`src/rtl/pmu_pkg.sv`:
```
package pmu_pkg;
  localparam int ADDR_W = 4;
  localparam int REG_W  = 32;

  typedef enum logic [ADDR_W-1:0] {
    A_CTRL  = 4'd0,
    A_EVSEL = 4'd1,
    A_IEN   = 4'd2,
    A_FLAG  = 4'd3,
    A_CCNT  = 4'd4,
    A_EV0   = 4'd5
  } pmu_addr_e;

  localparam int CTRL_EN     = 0;
  localparam int CTRL_RST_EV = 1;
  localparam int CTRL_RST_CY = 2;
  localparam int CTRL_DIV    = 3;
endpackage

```
`src/rtl/pmu_prescaler.sv`:
```
module pmu_prescaler #(
  parameter int DIV = 64
) (
  input  logic clk,
  input  logic rst,
  input  logic clr,
  input  logic run,
  output logic tick
);
  localparam int PW = (DIV > 1) ? $clog2(DIV) : 1;
  logic [PW-1:0] phase;

  assign tick = run && (phase == PW'(DIV - 1));

  always_ff @(posedge clk) begin
    if (rst || clr) phase <= '0;
    else if (run)   phase <= tick ? '0 : phase + 1'b1;
  end
endmodule

```
`src/rtl/pmu_counter.sv`:
```
module pmu_counter #(
  parameter int W = 32
) (
  input  logic         clk,
  input  logic         rst,
  input  logic         clr,
  input  logic         load,
  input  logic [W-1:0] load_val,
  input  logic         inc,
  output logic [W-1:0] cnt,
  output logic         wrap
);
  // load beats increment; a wrap only counts when the increment lands
  assign wrap = inc && !load && !clr && (&cnt);

  always_ff @(posedge clk) begin
    if (rst || clr) cnt <= '0;
    else if (load)  cnt <= load_val;
    else if (inc)   cnt <= cnt + 1'b1;
  end
endmodule

```
`src/rtl/pmu_evt_sel.sv`:
```
module pmu_evt_sel #(
  parameter int CODE_W   = 8,
  parameter int NUM_EVT  = 23,
  parameter int MAX_CODE = 22
) (
  input  logic [CODE_W-1:0]  code,
  input  logic [NUM_EVT-1:0] evt,
  output logic               hit
);
  always_comb begin
    hit = 1'b0;
    for (int k = 0; k < NUM_EVT; k++) begin
      if (k <= MAX_CODE && code == CODE_W'(k)) hit = evt[k];
    end
  end
endmodule

```
`src/rtl/perf_counter_unit.sv`:
```
module perf_counter_unit
  import pmu_pkg::*;
#(
  parameter int CNT_W    = 32,
  parameter int NUM_CNT  = 4,
  parameter int CODE_W   = 8,
  parameter int NUM_EVT  = 23,
  parameter int MAX_CODE = 22,
  parameter int PRESCALE = 64
) (
  input  logic               clk,
  input  logic               rst,
  input  logic               reg_wr,
  input  logic [ADDR_W-1:0]  reg_addr,
  input  logic [REG_W-1:0]   reg_wdata,
  input  logic [NUM_EVT-1:0] evt_in,
  output logic [REG_W-1:0]   reg_rdata,
  output logic               irq
);
  localparam int NF    = NUM_CNT + 1;
  localparam int SEL_W = NUM_CNT * CODE_W;

  logic                           en_q, div_q;
  logic [SEL_W-1:0]               evsel_q;
  logic [NF-1:0]                  ie_q, flags_q, wrap;
  logic [CNT_W-1:0]               ccnt;
  logic [NUM_CNT-1:0][CNT_W-1:0]  evcnt;
  logic                           pre_tick, cy_inc;
  logic [REG_W-1:0]               rd_mux;

  wire wr_ctrl = reg_wr && reg_addr == A_CTRL;
  wire wr_sel  = reg_wr && reg_addr == A_EVSEL;
  wire wr_ien  = reg_wr && reg_addr == A_IEN;
  wire wr_flag = reg_wr && reg_addr == A_FLAG;
  wire wr_cy   = reg_wr && reg_addr == A_CCNT;
  wire clr_ev  = wr_ctrl && reg_wdata[CTRL_RST_EV];
  wire clr_cy  = wr_ctrl && reg_wdata[CTRL_RST_CY];

  always_ff @(posedge clk) begin
    if (rst) begin
      en_q    <= 1'b0;
      div_q   <= 1'b0;
      evsel_q <= '1;
      ie_q    <= '0;
    end else begin
      if (wr_ctrl) begin
        en_q  <= reg_wdata[CTRL_EN];
        div_q <= reg_wdata[CTRL_DIV];
      end
      if (wr_sel) evsel_q <= reg_wdata[SEL_W-1:0];
      if (wr_ien) ie_q    <= reg_wdata[NF-1:0];
    end
  end

  pmu_prescaler #(.DIV(PRESCALE)) u_pre (
    .clk(clk), .rst(rst), .clr(clr_cy), .run(en_q && div_q), .tick(pre_tick)
  );

  assign cy_inc = en_q && (!div_q || pre_tick);

  pmu_counter #(.W(CNT_W)) u_cy (
    .clk(clk), .rst(rst), .clr(clr_cy), .load(wr_cy),
    .load_val(reg_wdata[CNT_W-1:0]), .inc(cy_inc), .cnt(ccnt), .wrap(wrap[0])
  );

  for (genvar g = 0; g < NUM_CNT; g++) begin : g_ev
    logic hit;
    wire  wr_this = reg_wr && reg_addr == ADDR_W'(int'(A_EV0) + g);

    pmu_evt_sel #(.CODE_W(CODE_W), .NUM_EVT(NUM_EVT), .MAX_CODE(MAX_CODE)) u_sel (
      .code(evsel_q[g*CODE_W +: CODE_W]), .evt(evt_in), .hit(hit)
    );

    pmu_counter #(.W(CNT_W)) u_cnt (
      .clk(clk), .rst(rst), .clr(clr_ev), .load(wr_this),
      .load_val(reg_wdata[CNT_W-1:0]), .inc(en_q && hit),
      .cnt(evcnt[g]), .wrap(wrap[g+1])
    );
  end

  // a wrap in the same clock as a clearing write keeps the flag set
  always_ff @(posedge clk) begin
    if (rst) begin
      flags_q <= '0;
      irq     <= 1'b0;
    end else begin
      flags_q <= (flags_q & ~(wr_flag ? reg_wdata[NF-1:0] : NF'(0))) | wrap;
      irq     <= |(flags_q & ie_q);
    end
  end

  always_comb begin
    rd_mux = '0;
    case (reg_addr)
      A_CTRL: begin
        rd_mux[CTRL_EN]  = en_q;
        rd_mux[CTRL_DIV] = div_q;
      end
      A_EVSEL: rd_mux = REG_W'(evsel_q);
      A_IEN:   rd_mux = REG_W'(ie_q);
      A_FLAG:  rd_mux = REG_W'(flags_q);
      A_CCNT:  rd_mux = REG_W'(ccnt);
      default: begin
        for (int i = 0; i < NUM_CNT; i++) begin
          if (reg_addr == ADDR_W'(int'(A_EV0) + i)) rd_mux = REG_W'(evcnt[i]);
        end
      end
    endcase
  end

  always_ff @(posedge clk) begin
    if (rst) reg_rdata <= '0;
    else     reg_rdata <= rd_mux;
  end
endmodule

```
`config.mk`:
```
export PLATFORM = sky130hd
export DESIGN_NAME = perf_counter_unit
export DESIGN_NICKNAME = d
export VERILOG_FILES = /design/src/rtl/pmu_pkg.sv /design/src/rtl/pmu_prescaler.sv /design/src/rtl/pmu_counter.sv /design/src/rtl/pmu_evt_sel.sv /design/src/rtl/perf_counter_unit.sv
export SDC_FILE = /design/constraint.sdc
export NUM_CORES = 1
export LEC_CHECK = 0
export BUFFER_PORTS_ARGS = -buffer_cell sky130_fd_sc_hd__buf_2
export CORE_ASPECT_RATIO = 0.7
export CORE_MARGIN = 2
export CORE_UTILIZATION = 60
export DETAILED_ROUTE_END_ITERATION = 7
export PLACE_DENSITY = 0.77
export SYNTH_ARGS = -nofsm -noshare
export SYNTH_HDL_FRONTEND = slang
export SYNTH_SLANG_ARGS = --single-unit
```
`constraint.sdc`:
```
create_clock -name clk -period 5.2 [get_ports clk]
set_input_delay 0.52 -clock clk [delete_from_list [all_inputs] [get_ports clk]]
set_output_delay 0.52 -clock clk [all_outputs]
set_load 0.1 [all_outputs]
```
After elaboration in Yosys (flattened, before gate mapping)
Index checks and enable logic that the tools add are counted.
- memory bits (read-only): 0
- register bits after elaboration: 243
- memories kept: 0
- bits in writable memories: 0
- output and inout port bits: 33
- latch bits: 0
- input bits: 62
- muxes and demuxes: 112
- shift operators: 0
- bitwise operators: 4
- multiply operators: 0
- reductions and logical operators: 60
- $add $sub $neg: 6
- magnitude comparators: 0
- divide/modulo/power cells: 0
- eq/ne operators: 97
- operators with widths (kind ; number):
    $mux 32 ; 14
    $eq 8x4->1 const B ; 32
    $eq 8x5->1 const B ; 28
    $add 32x1->32 const B ; 5
    $reduce_and 32->1 ; 5
    $pmux 28 s5 ; 1
    $eq 8x3->1 const B ; 16
    $mux 1 ; 92
    $eq 8x2->1 const B ; 8
    $logic_and 1x1->1 ; 33
    $eq 8x1->1 const B ; 4
    $logic_not 8->1 ; 4
    $eq 4x3->1 const B ; 4
    $and 5x5->5 ; 2
    $pmux 1 s5 ; 2
    $pmux 2 s5 ; 1
    $reduce_bool 2->1 ; 5
    $eq 4x2->1 const B ; 2
    $logic_not 1->1 ; 8
    $add 6x1->6 const B ; 1
    $eq 6x6->1 const B ; 1
    $mux 6 ; 1
    $mux 5 ; 1
    $not 5->5 ; 1
    other kinds (6) ; 8

Depth between registers and ports, before layout
- word-level depth: 29
- mapped depth: 12

By module
A second synthesis with hierarchy kept.
- cell total of the unflattened synthesis: 2014
- area, all modules: 16134.2 µm²
- modules (own cells, without submodules) (module ; instances ; sequential area each (µm²) ; cells each ; area each (µm²)):
    pmu_counter ; 5 ; 640.6 ; 248 ; 1946.9
    perf_counter_unit ; 1 ; 1541.5 ; 525 ; 4486.8
    pmu_evt_sel ; 4 ; 0.0 ; 55 ; 407.9
    pmu_prescaler ; 1 ; 120.1 ; 29 ; 281.5

Worst setup path after synthesis
No wires, ideal clock.
- path kind: in2reg
- from: input port reg_addr[1]
- to: register g_ev[3].u_cnt.cnt[12]
- stages on the path: 10
- path buffers: 3
- setup slack: 2689 ps
- data arrival time: 2393 ps
- setup time: 117 ps
- data required time: 5083 ps
- cells stage by stage: clkbuf_1 nor3_1 and3b_1 clkbuf_1 nand2_1 nand2b_1 clkbuf_1 nor3_1 mux2i_1 nand2_1
- longest elaborated chain between the ends: 4
- elaborated cells on any way between the ends: 8
- classes of those cells: eq/ne: 1; mux: 1; reduce/logical: 6
- RTL lines (element ; line ; text):
    start, declared ; perf_counter_unit.sv:14 ; input logic [ADDR_W-1:0] reg_addr,
    $logic_not 4->1 ; perf_counter_unit.sv:31 ; wire wr_ctrl = reg_wr && reg_addr == A_CTRL;
    $logic_and 1x1->1 ; perf_counter_unit.sv:31 ;
    $logic_and 1x1->1 ; perf_counter_unit.sv:36 ; wire clr_ev = wr_ctrl && reg_wdata[CTRL_RST_EV];
    $logic_or 1x1->1 ; pmu_counter.sv:17 ; if (rst || clr) cnt <= '0;
    end signal, assigned ; pmu_counter.sv:18 ; else if (load) cnt <= load_val;
    end signal, assigned ; pmu_counter.sv:19 ; else if (inc) cnt <= cnt + 1'b1;
    end, declared ; pmu_counter.sv:10 ; output logic [W-1:0] cnt,
Several ways; a longest one is shown, not always the timed one.
A chain may end at the register's enable or synchronous reset.

Worst setup path after layout
- from: register evsel_q[1]
- to: register g_ev[0].u_cnt.cnt[3]
- longest elaborated chain between the ends: 26
- elaborated cells on any way between the ends: 48
- classes of those cells: eq/ne: 22; mux: 23; reduce/logical: 3
- RTL lines (element ; line ; text):
    start, declared ; perf_counter_unit.sv:24 ; logic [SEL_W-1:0] evsel_q;
    start signal, assigned ; perf_counter_unit.sv:50 ; if (wr_sel) evsel_q <= reg_wdata[SEL_W-1:0];
    $logic_not 8->1 ; pmu_evt_sel.sv:13 ; if (k <= MAX_CODE && code == CODE_W'(k)) hit = evt[k];
    $mux 1 (22 in series) ; pmu_evt_sel.sv:13 ;
    $mux 1 * ; pmu_evt_sel.sv:13 ;
    $logic_and 1x1->1 * ; perf_counter_unit.sv:76 ; .load_val(reg_wdata[CNT_W-1:0]), .inc(en_q && hit),
    $reduce_bool 2->1 (no source line) * ; - ;
    end signal, assigned ; pmu_counter.sv:18 ;
    end signal, assigned ; pmu_counter.sv:19 ;
    end, declared ; pmu_counter.sv:10 ;
Every way passes the cells marked *; elsewhere a longest branch is shown, timed or not.

==> results by group <==
Clock tree
  • Max H-tree Level: 1
  • Worst-skew pair later-pin latency: 0.52 ns
  • Postcts setup bufs: 0
  • Clk buf depth: 3
  • # clock sinks: 243
  • CTS Hold Bufs: 0
  • CTS tree: yes
  • Count of cells resized by post-cts repair: 0
  • Root Buffer: clkbuf_16
  • TritonCTS Buffers: 23
  • CTS clk-pin slew, worst paths: 0.07 ns

Power and ir drop
  • Pwr Total: 4.152 mW
  • Maximum vdd drop: 0.2484 mV
  • Static Leak: 5.230 nW
  • PwrDens: 270.0 mW/mm^2

STA
  • Crit path time final: 3.614 ns
  • Worst-margin pin slew: 1.142 ns
  • Achievable Freq: 0.2767 GHz
  • Final worst slack: 1.586 ns
  • RSZ-0062 raised after global routing: no
  • Worst hold margin: 0.3375 ns
  • Final Cycle Share: 69.51%
  • Setup TNS: 0 ns
  • Rel. slew slack: 23.67%
  • Pins Over Slew Limit: 0
  • Final hold vios: 0
  • Worst Skew: 0.01064 ns
  • Setup violations, final: 0

Cells and area
  • N_diodes: 0
  • Share of cells above drive strength 1: 12.63%
  • Core Util, Final: 67.47%
  • Most common cell after layout, fill and taps aside: dfxtp_1
  • Commonest cells after routing, fill and taps aside: dfxtp_1 (243), a21oi_1 (183), nand2_1 (165)
  • Area Growth Syn to Fin: 9.448%
  • Final Cell Area: 0.01538 mm^2
  • Final net count: 1825
  • Final Non-Filler Cells: 2085
  • Fill count: 1943

Die
  • Die area: 0.02468 mm^2
  • Area of the core: 0.02279 mm^2
  • Die Wd: 186.9 um
  • # IOs: 95
  • Die Height: 132.0 um
  • Row count: 46
  • Initial Util: 61.65%

Synth
  • Yosys reg bits: 243
  • Ys async rst share: 0%
  • Post-Synthesis Cells: 1761
  • Top_reg_cell synth: dfxtp_1
  • Distinct cells, synth: 77
  • Sequential-to-total area share from yosys stat: 34.62%
  • Syn Area/Cell: 7.979 um^2
  • Yosys Warn Count: 0
  • Syn nets: 1829
  • Number of synthesized flops with an enable pin: 0
  • Mapped Area: 0.01405 mm^2

Global route
  • First-pass GRT wire length: 69.88 mm
  • Largest net degree at the start of global routing: 111
  • Initial antenna violation count: 1
  • Aggregate global routing overflow: 0
  • GRT Total Usage: 35.35%
  • Vias in the first global route: 12300

Drt
  • Vias per cell: 6.626
  • DR iter-0 viols: 1847
  • Routed vias: 13820
  • Routed wire length: 45.03 mm
  • Post-route ant nets: 0
  • Drc violations: 4
  • Avg WL per Cell: 21.60 um
  • 1st-pass router iterations: 8

Placement
  • Port Buffers: 94
  • Pre-CTS setup slack: 1.526 ns
  • Placed Area: 0.01457 mm^2
  • Dpl hpwl: 31.64 mm
  • Gp weighted congestion: 0.9776
  • Placed cells: 2044

Job
  • Max_cap viols: 0

Setup path
  • Worst Path Class, Setup: flip-flop to flip-flop
  • CP max FO: 20
  • Worst Setup End Kind: flip-flop
  • CP Launch Type: flip-flop
  • Worst endpoint required time: 5.59 ns
  • Worst EP arrival: 4.01 ns

Worst hold path
  • Hold Crit Class: input port to flip-flop

Outcome
  • Failing checks: DRC
  • Run status: finished, violations left
-- sequential cells by signal, indices dropped and copies added, names as in the netlist --
name	cells
evsel_q	32
u_cy.cnt	32
flags_q	5
reg_rdata	32
irq	1
div_q	1
ie_q	5
en_q	1
g_ev.u_cnt.cnt	128
u_pre.phase	6
-- power by group --
part           switching [mW]  internal [mW]
registers              0.0527           1.90
clock network           0.744           1.09
logic                   0.255          0.112
total                    1.05           3.10
-- layout make-up --
cell class | count | area, um^2 | area share [%]
clock inverter | 14 | 200.2 | 1.302
inverter | 40 | 150.1 | 0.9763
timing repair buffer | 112 | 618.1 | 4.019
sequential | 243 | 4865 | 31.63
multi-input combinational | 1337 | 8544 | 55.56
clock buffer | 27 | 610.6 | 3.970
tap | 312 | 390.4 | 2.538
-- cells by family after synthesis --
logic type	Yosys count	share of synthesized area, %
AND/OR/NAND/NOR	624	23.70
AO/OA/AOI/OAI	486	20.95
flip-flops	243	34.62
buffers and inverters	181	5.013
XOR/XNOR	149	9.288
multiplexers	72	5.895
adder cells (fa/ha/maj)	6	0.5343
-- per-layer routing --
layer  vias to the layer above  GRT usage (%)  wire length, um
met4                         2          13.71             1833
met1                      6483          52.21            19530
met3                       132          7.373             5117
met2                       799          50.10            18530
li1                       6400              -                -
met5                         -              0               13
-- cells in the mapped netlist (all sizes together), types with 19 or more instances --
cell type  instances  area (um^2)
o21ai            155        775.7
nor4              19        125.1
mux2              36        405.4
dfxtp            243         4865
nand4             45        287.8
nand2            167        626.9
nand3b            41        307.8
xnor2            106        928.4
buf               21        102.6
inv               39        146.4
a21oi            185        925.9
xor2              43        376.6
clkbuf           120        451.7
nor3              73        375.4
nand3             63        315.3
a22o              27        236.5
and3              21        131.4
a222oi            28        280.3
mux2i             31        310.3
a211oi            21        157.7
nor2              89        334.1
-- worst paths after layout --
check | slack [ns] | cells after the start | startpoint | endpoint
worst min register to register | 0.48 | 2 | u_pre.phase[1]$_SDFFE_PP0P_ | u_pre.phase[1]$_SDFFE_PP0P_
worst min-delay path | 0.34 | 3 | reg_wdata[15] | evsel_q[15]$_SDFFE_PP1P_
worst max register to register | 1.59 | 9 | evsel_q[1]$_SDFFE_PP1P_ | g_ev[0].u_cnt.cnt[3]$_SDFFE_PP0P_
worst max-delay path | 1.59 | 9 | evsel_q[1]$_SDFFE_PP1P_ | g_ev[0].u_cnt.cnt[3]$_SDFFE_PP0P_
-- worst max-delay path: stages, from the launching register on --
cell	delay [ns]
dfxtp_1	0.84
mux4_2	0.64
a21oi_1	0.15
a211o_1	0.13
a221oi_2	0.10
o21ai_1	0.79
buf_4	0.39
nor2_1	0.09
xnor2_1	0.25
o21ai_0	0.11
Power figures use the tool's default switching activity.
